## src/rtl/stc_pkg.sv

```systemverilog
package stc_pkg;

    localparam int DATA_W = 32;
    localparam int ADDR_W = 4;
    localparam int CTRL_W = 16;

    localparam logic [ADDR_W-1:0] OFS_COUNT = 4'h0;
    localparam logic [ADDR_W-1:0] OFS_ALARM = 4'h4;
    localparam logic [ADDR_W-1:0] OFS_CTRL  = 4'h8;

    localparam int BIT_SEC_FLAG = 7;
    localparam int BIT_ALR_FLAG = 6;
    localparam int BIT_SEC_IE   = 3;
    localparam int BIT_ALR_IE   = 2;
    localparam int BIT_RUN      = 0;

    typedef struct packed {
        logic sec_flag;
        logic alr_flag;
        logic sec_ie;
        logic alr_ie;
        logic run;
    } ctrl_t;

    typedef enum logic [1:0] {
        SEL_NONE,
        SEL_COUNT,
        SEL_ALARM,
        SEL_CTRL
    } sel_e;

    function automatic sel_e decode_addr(logic [ADDR_W-1:0] a);
        case (a)
            OFS_COUNT: return SEL_COUNT;
            OFS_ALARM: return SEL_ALARM;
            OFS_CTRL:  return SEL_CTRL;
            default:   return SEL_NONE;
        endcase
    endfunction

    function automatic logic [CTRL_W-1:0] pack_ctrl(ctrl_t c);
        logic [CTRL_W-1:0] w;
        w = '0;
        w[BIT_SEC_FLAG] = c.sec_flag;
        w[BIT_ALR_FLAG] = c.alr_flag;
        w[BIT_SEC_IE]   = c.sec_ie;
        w[BIT_ALR_IE]   = c.alr_ie;
        w[BIT_RUN]      = c.run;
        return w;
    endfunction

endpackage

```

## src/rtl/stc_prescaler.sv

```systemverilog
module stc_prescaler #(
    parameter int TICK_DIV = 1000
) (
    input  logic clk,
    input  logic rst,
    input  logic run,
    output logic tick
);
    localparam int PW = (TICK_DIV > 1) ? $clog2(TICK_DIV) : 1;
    localparam logic [PW-1:0] LAST = PW'(TICK_DIV - 1);

    logic [PW-1:0] phase;

    assign tick = run && (phase == LAST);

    always_ff @(posedge clk) begin
        if (rst) begin
            phase <= '0;
        end else if (run) begin
            if (phase == LAST) phase <= '0;
            else               phase <= phase + 1'b1;
        end
    end

    // stopped prescaler keeps its phase
    p_phase_hold_r5: assert property (@(posedge clk) disable iff (rst)
        !run |=> $stable(phase));

endmodule

```

## src/rtl/stc_counter.sv

```systemverilog
module stc_counter #(
    parameter int CNT_W = 32
) (
    input  logic             clk,
    input  logic             rst,
    input  logic             tick,
    input  logic             wr_count,
    input  logic             wr_alarm,
    input  logic [CNT_W-1:0] wdata,
    output logic [CNT_W-1:0] count,
    output logic [CNT_W-1:0] alarm,
    output logic             match_rise
);
    logic equal_now;
    logic equal_q;

    assign equal_now  = (count == alarm);
    assign match_rise = equal_now && !equal_q;

    always_ff @(posedge clk) begin
        if (rst) begin
            count   <= '0;
            alarm   <= '0;
            equal_q <= 1'b1;   // equality present at reset is not an event
        end else begin
            if (wr_count)  count <= wdata;
            else if (tick) count <= count + 1'b1;
            if (wr_alarm)  alarm <= wdata;
            equal_q <= equal_now;
        end
    end

    // a tick without a software write advances the count by one
    p_tick_inc_r4: assert property (@(posedge clk) disable iff (rst)
        (tick && !wr_count) |=> (count == $past(count) + 1'b1));

    // no tick and no write leaves the count alone
    p_count_hold_r5: assert property (@(posedge clk) disable iff (rst)
        (!tick && !wr_count) |=> $stable(count));

    // software write wins over a tick
    p_write_wins_r9: assert property (@(posedge clk) disable iff (rst)
        wr_count |=> (count == $past(wdata)));

endmodule

```

## src/rtl/stc_status.sv

```systemverilog
module stc_status
    import stc_pkg::*;
(
    input  logic              clk,
    input  logic              rst,
    input  logic              tick,
    input  logic              match_rise,
    input  logic              wr_ctrl,
    input  logic [CTRL_W-1:0] wdata,
    output ctrl_t             st,
    output logic              irq
);
    ctrl_t st_next;

    always_comb begin
        st_next = st;
        if (wr_ctrl) begin
            st_next.sec_ie = wdata[BIT_SEC_IE];
            st_next.alr_ie = wdata[BIT_ALR_IE];
            st_next.run    = wdata[BIT_RUN];
            if (wdata[BIT_SEC_FLAG]) st_next.sec_flag = 1'b0;
            if (wdata[BIT_ALR_FLAG]) st_next.alr_flag = 1'b0;
        end
        // hardware set overrides a same-cycle clear
        if (tick)       st_next.sec_flag = 1'b1;
        if (match_rise) st_next.alr_flag = 1'b1;
    end

    always_ff @(posedge clk) begin
        if (rst) begin
            st  <= '0;
            irq <= 1'b0;
        end else begin
            st  <= st_next;
            irq <= (st.sec_flag && st.sec_ie) || (st.alr_flag && st.alr_ie);
        end
    end

    // a tick always leaves the per-second flag set
    p_sec_set_r7: assert property (@(posedge clk) disable iff (rst)
        tick |=> st.sec_flag);

    // entering equality raises the alarm flag on the next edge
    p_alarm_set_r6: assert property (@(posedge clk) disable iff (rst)
        match_rise |=> st.alr_flag);

    // flags never clear without a write
    p_flag_sticky_r3: assert property (@(posedge clk) disable iff (rst)
        (!wr_ctrl && st.alr_flag) |=> st.alr_flag);

    // interrupt is the masked OR delayed one edge
    p_irq_lag_r8: assert property (@(posedge clk) disable iff (rst)
        ((st.sec_flag && st.sec_ie) || (st.alr_flag && st.alr_ie)) |=> irq);

endmodule

```

## src/rtl/seconds_timer.sv

```systemverilog
module seconds_timer
    import stc_pkg::*;
#(
    parameter int TICK_DIV = 1000,
    parameter int CNT_W    = 32
) (
    input  logic              clk,
    input  logic              rst,
    input  logic              bus_wr,
    input  logic [ADDR_W-1:0] bus_addr,
    input  logic [DATA_W-1:0] bus_wdata,
    output logic [DATA_W-1:0] bus_rdata,
    output logic              irq
);
    sel_e             sel;
    logic             tick;
    logic             match_rise;
    logic [CNT_W-1:0] count;
    logic [CNT_W-1:0] alarm;
    ctrl_t            st;
    logic [DATA_W-1:0] rd_mux;

    assign sel = decode_addr(bus_addr);

    stc_prescaler #(.TICK_DIV(TICK_DIV)) u_pre (
        .clk  (clk),
        .rst  (rst),
        .run  (st.run),
        .tick (tick)
    );

    stc_counter #(.CNT_W(CNT_W)) u_cnt (
        .clk        (clk),
        .rst        (rst),
        .tick       (tick),
        .wr_count   (bus_wr && sel == SEL_COUNT),
        .wr_alarm   (bus_wr && sel == SEL_ALARM),
        .wdata      (bus_wdata[CNT_W-1:0]),
        .count      (count),
        .alarm      (alarm),
        .match_rise (match_rise)
    );

    stc_status u_st (
        .clk        (clk),
        .rst        (rst),
        .tick       (tick),
        .match_rise (match_rise),
        .wr_ctrl    (bus_wr && sel == SEL_CTRL),
        .wdata      (bus_wdata[CTRL_W-1:0]),
        .st         (st),
        .irq        (irq)
    );

    always_comb begin
        case (sel)
            SEL_COUNT: rd_mux = DATA_W'(count);
            SEL_ALARM: rd_mux = DATA_W'(alarm);
            SEL_CTRL:  rd_mux = DATA_W'(pack_ctrl(st));
            default:   rd_mux = '0;
        endcase
    end

    always_ff @(posedge clk) begin
        if (rst) bus_rdata <= '0;
        else     bus_rdata <= rd_mux;
    end

    // upper half of the read data is always zero for the control word
    p_ctrl_upper_zero_r2: assert property (@(posedge clk) disable iff (rst)
        (sel == SEL_CTRL) |=> (bus_rdata[DATA_W-1:CTRL_W] == '0));

    // a stopped time base never raises the per-second flag
    p_no_tick_stopped_r5: assert property (@(posedge clk) disable iff (rst)
        (!st.run && !st.sec_flag && !bus_wr) |=> !st.sec_flag);

endmodule

```

## config.mk

```make
export PLATFORM = sky130hd
export DESIGN_NAME = seconds_timer
export DESIGN_NICKNAME = d
export VERILOG_FILES = /design/src/rtl/stc_pkg.sv /design/src/rtl/stc_prescaler.sv /design/src/rtl/stc_counter.sv /design/src/rtl/stc_status.sv /design/src/rtl/seconds_timer.sv
export SDC_FILE = /design/constraint.sdc
export NUM_CORES = 1
export LEC_CHECK = 0
export ABC_AREA = 1
export CORE_AREA = 3 3 126 128
export CTS_BUF_LIST = sky130_fd_sc_hd__clkbuf_16
export DETAILED_ROUTE_END_ITERATION = 7
export DIE_AREA = 0 0 129 131
export DONT_BUFFER_PORTS = 1
export PLACE_DENSITY = 0.53
export SLEW_MARGIN = 20
export SYNTH_ARGS = -nofsm -noshare
export SYNTH_HDL_FRONTEND = slang
export SYNTH_SLANG_ARGS = --single-unit
```

## constraint.sdc

```tcl
create_clock -name clk -period 4.36 [get_ports clk]
set_input_delay 0.218 -clock clk [delete_from_list [all_inputs] [get_ports clk]]
set_output_delay 0.218 -clock clk [all_outputs]
set_load 0.05 [all_outputs]
```

==> metrics.md <==
| Metric | Value |
|---|---|
| Status | finished clean |
| Netlist Area Pre-Place | 5862 µm² |
| Slew HR | 42.42% |
| Switching portion of total power | 22.75% |
| Tcrit/Tclk final | 46.43% |
| Top-count cell post-synth | nand2_1 |
| Worst Setup End Kind | flip-flop |
| Layout cell share with drive strength beyond 1 | 9.259% |
| Routed WL | 17.37 mm |
| Tmin final | 2.024 ns |
| Hold/Removal Path Class | in2reg |
| CP arrival | 2.33 ns |
| Final nets | 946 |
| Port Buffers | 0 |
| Register area share after synthesis | 38.59% |
| Post-Layout Cell Count | 1106 |
| Worst Setup Path Type | in2reg |
| Synthesis-stage register bit count | 113 |
| DRC | 0 |
| First-pass GRT wire length | 28.35 mm |
| Core ar. | 14980 µm² |
| Synth warn | 0 |
| GRT Overall Usage | 21.65% |
| Max_cap viols | 0 |
| Simple-gate share of the synthesized area | 34.32% |
| Initial core utilization | 39.14% |
| Switching power total | 0.6209 mW |
| CTS H-tree depth | 4 |
| Mean Syn Cell Area | 6.746 µm² |
| Compound-Gate Fraction of Synth Area | 13.53% |
| Internal | 2.108 mW |
| Postcts setup bufs | 0 |
| Placement Setup Slack | 2.330 ns |
| Gate power share | 4.8% |
| CTS Buffer Depth | 2 |
| Pwr/cell area | 384.7 nW/µm² |
| Fillers | 1528 |
| Synth cell types | 39 |
| Setup crit start kind | input port |
| Post-route ant nets | 0 |
| Synthesized net count | 910 |
| Synth area leaders | dfxtp_1 39%, nand2_1 19%, a21oi_1 7.2%, nor2_1 5.3%, inv_1 4.9% |
| Vias | 5438 |
| Clock slew at reported path FFs | 0.06 ns |
| Pleak | 2.606 nW |
| Die area | 16900 µm² |
| Fin. Hold Viols | 0 |
| Setup WS post-layout | 2.336 ns |
| CP max-delay cell | inv_2 |
| Drt via density | 4.917 |
| Final setup viols | 0 |
| XOR/XNOR share of the synthesized area | 5.080% |
| Clk pwr share | 56.2% |
| Main synth FF type | dfxtp_1 |
| Post-cts hold buffer count | 48 |
| Adder and majority gate portion of the synthesized area | 0.4269% |
| Num CTS Buffers | 17 |
| P&R area growth vs syn | 21.02% |
| Share of the synthesized area in the top cell type | 38.59% |
| Placed cells | 1026 |
| Grt ovf | 0 |
| # IOs | 72 |
| Highest Clock Rate | 494.0 MHz |
| Post-synthesis mux area share | 0% |
| Clock skew | 0.007190 ns |
| Initial DRC Count | 387 |
| CP peak stage delay | 0.65 ns |
| Unrepaired setup endpoints after global routing | no |
| Vias in the first global route | 5229 |
| Gate Count Post-Synth | 869 |
| First-pass iteration count of the detailed router | 5 |
| Worst skew pair latency | 0.43 ns |
| # clock sinks | 113 |
| Critical Path RT | 4.66 ns |
| Worst-path fanout max | 49 |
| Max-slew violations | 0 |
| CTS root buf | clkbuf_16 |
| Std-Cell Rows | 45 |
| Antenna fix cells | 0 |
| Post-layout util | 47.37% |
| Largest family of logic cells by synthesized area | simple AND/OR/NAND/NOR gates |
| Crit-path cells | nor2_4, nand3_2, inv_2, nand2_1, buf_4, nand2_1, a21oi_1, dlygate4sd3_1 |
| FFs w/ async S/R, synth | 0% |
| Cts repair resizes | 0 |
| Initial antenna violation count | 0 |
| Worst slew pin tran | 0.8624 ns |
| Die Ht | 131 µm |
| Post-synth EDFFs | 0 |
| Synth cell count leaders | 291 x nand2_1, 113 x dfxtp_1, 84 x a21oi_1 |
| Worst vdd ir | 0.0002849 V |
| DP HPWL | 11.19 mm |
| Seq pwr share | 39.0% |
| CTS tree | done |
| Largest net degree at the start of global routing | 72 |
| Area leader, netlist | dfxtp_1 |
| Post-route setup TNS | 0 ns |
| Die W | 129 µm |
| CP dominant cell by count | nand2_1 |
| GP Congestion | 0.8566 |
| Wire length per cell | 15.70 µm |
==> path summary, 6_finish.rpt <==
check | depth (start not counted) | slack, ns | start | to
worst max-delay path | 8 | 2.34 | bus_addr[1] | u_cnt.alarm[2]
worst max register to register | 9 | 2.43 | u_pre.phase[0] | u_cnt.count[31]
worst min register to register | 2 | 0.48 | u_st.st[4] | u_st.st[4]
worst min-delay path | 4 | 0.01 | bus_wdata[30] | u_cnt.count[30]
==> per-layer routing <==
metal	vias to the layer above	wire length, µm	global-route usage, %
met5	-	0	0
met4	0	228	6.856
met3	23	906	4.959
met2	130	7753	33.60
met1	2447	8479	29.93
li1	2838	-	-
==> cell families (layout without fill, tap and decap cells) <==
kind of cell,Yosys count,count (layout)
AND/OR/NAND/NOR,462,462
adder cells (fa/ha/maj),2,2
buffers and inverters,115,164
AO/OA/AOI/OAI,143,143
XOR/XNOR,34,34
flip-flops,113,113
==> flip-flops by register name, summed over array words and instances (netlist names) <==
name and flops:
u_st.irq 1, u_pre.phase 10, u_st.st 5, u_cnt.alarm 32, u_cnt.equal_q 1, u_cnt.count 32, bus_rdata 32
==> cell usage in the layout, fill, tap and decap left out, drive strengths merged, types with 7 or more instances in the layout <==
master	instances
inv	81
dlygate4sd3	47
clkbuf	17
nand2	299
xor2	13
nand3	48
xnor2	21
o21ai	44
dfxtp	113
nand4	7
nor2	98
a21oi	90
==> worst max-delay path: cells and delay by family <==
family / cells / cell delay (ns)
buf+inv: 3 / 1.56
compound gates: 1 / 0.07
simple gates: 4 / 0.45
==> through the flow <==
stage	total power [mW]	hold WS (ns)	instance area [µm²]
finish	2.729	0.01288	7094
floorplan	1.162	0.3824	5862
detailed placement	1.175	0.2960	5954
CTS	2.752	0.0002434	7094
global placement	1.175	0.2947	5954
global route	2.824	0.01402	7094
==> power by group through the flow <==
stage	Clock, mW	Combinational (mW)	Sequential (mW)
detailed placement	0	0.0884	1.09
global placement	0	0.0879	1.09
finish	1.53	0.131	1.06
CTS	1.56	0.131	1.06
global route	1.61	0.148	1.07
floorplan	0	0.0799	1.08
==> cell type report <==
type | instances | area, µm² | share of cell area (%)
clock inverters | 15 | 216.5 | 3.051
flip-flops and latches | 113 | 2262 | 31.89
clock buffers | 17 | 425.4 | 5.996
repair buffers | 51 | 520.5 | 7.337
inverters | 81 | 306.5 | 4.321
well taps | 188 | 235.2 | 3.316
multi-input cells | 641 | 3128 | 44.09
Power figures use the tool's default switching activity.
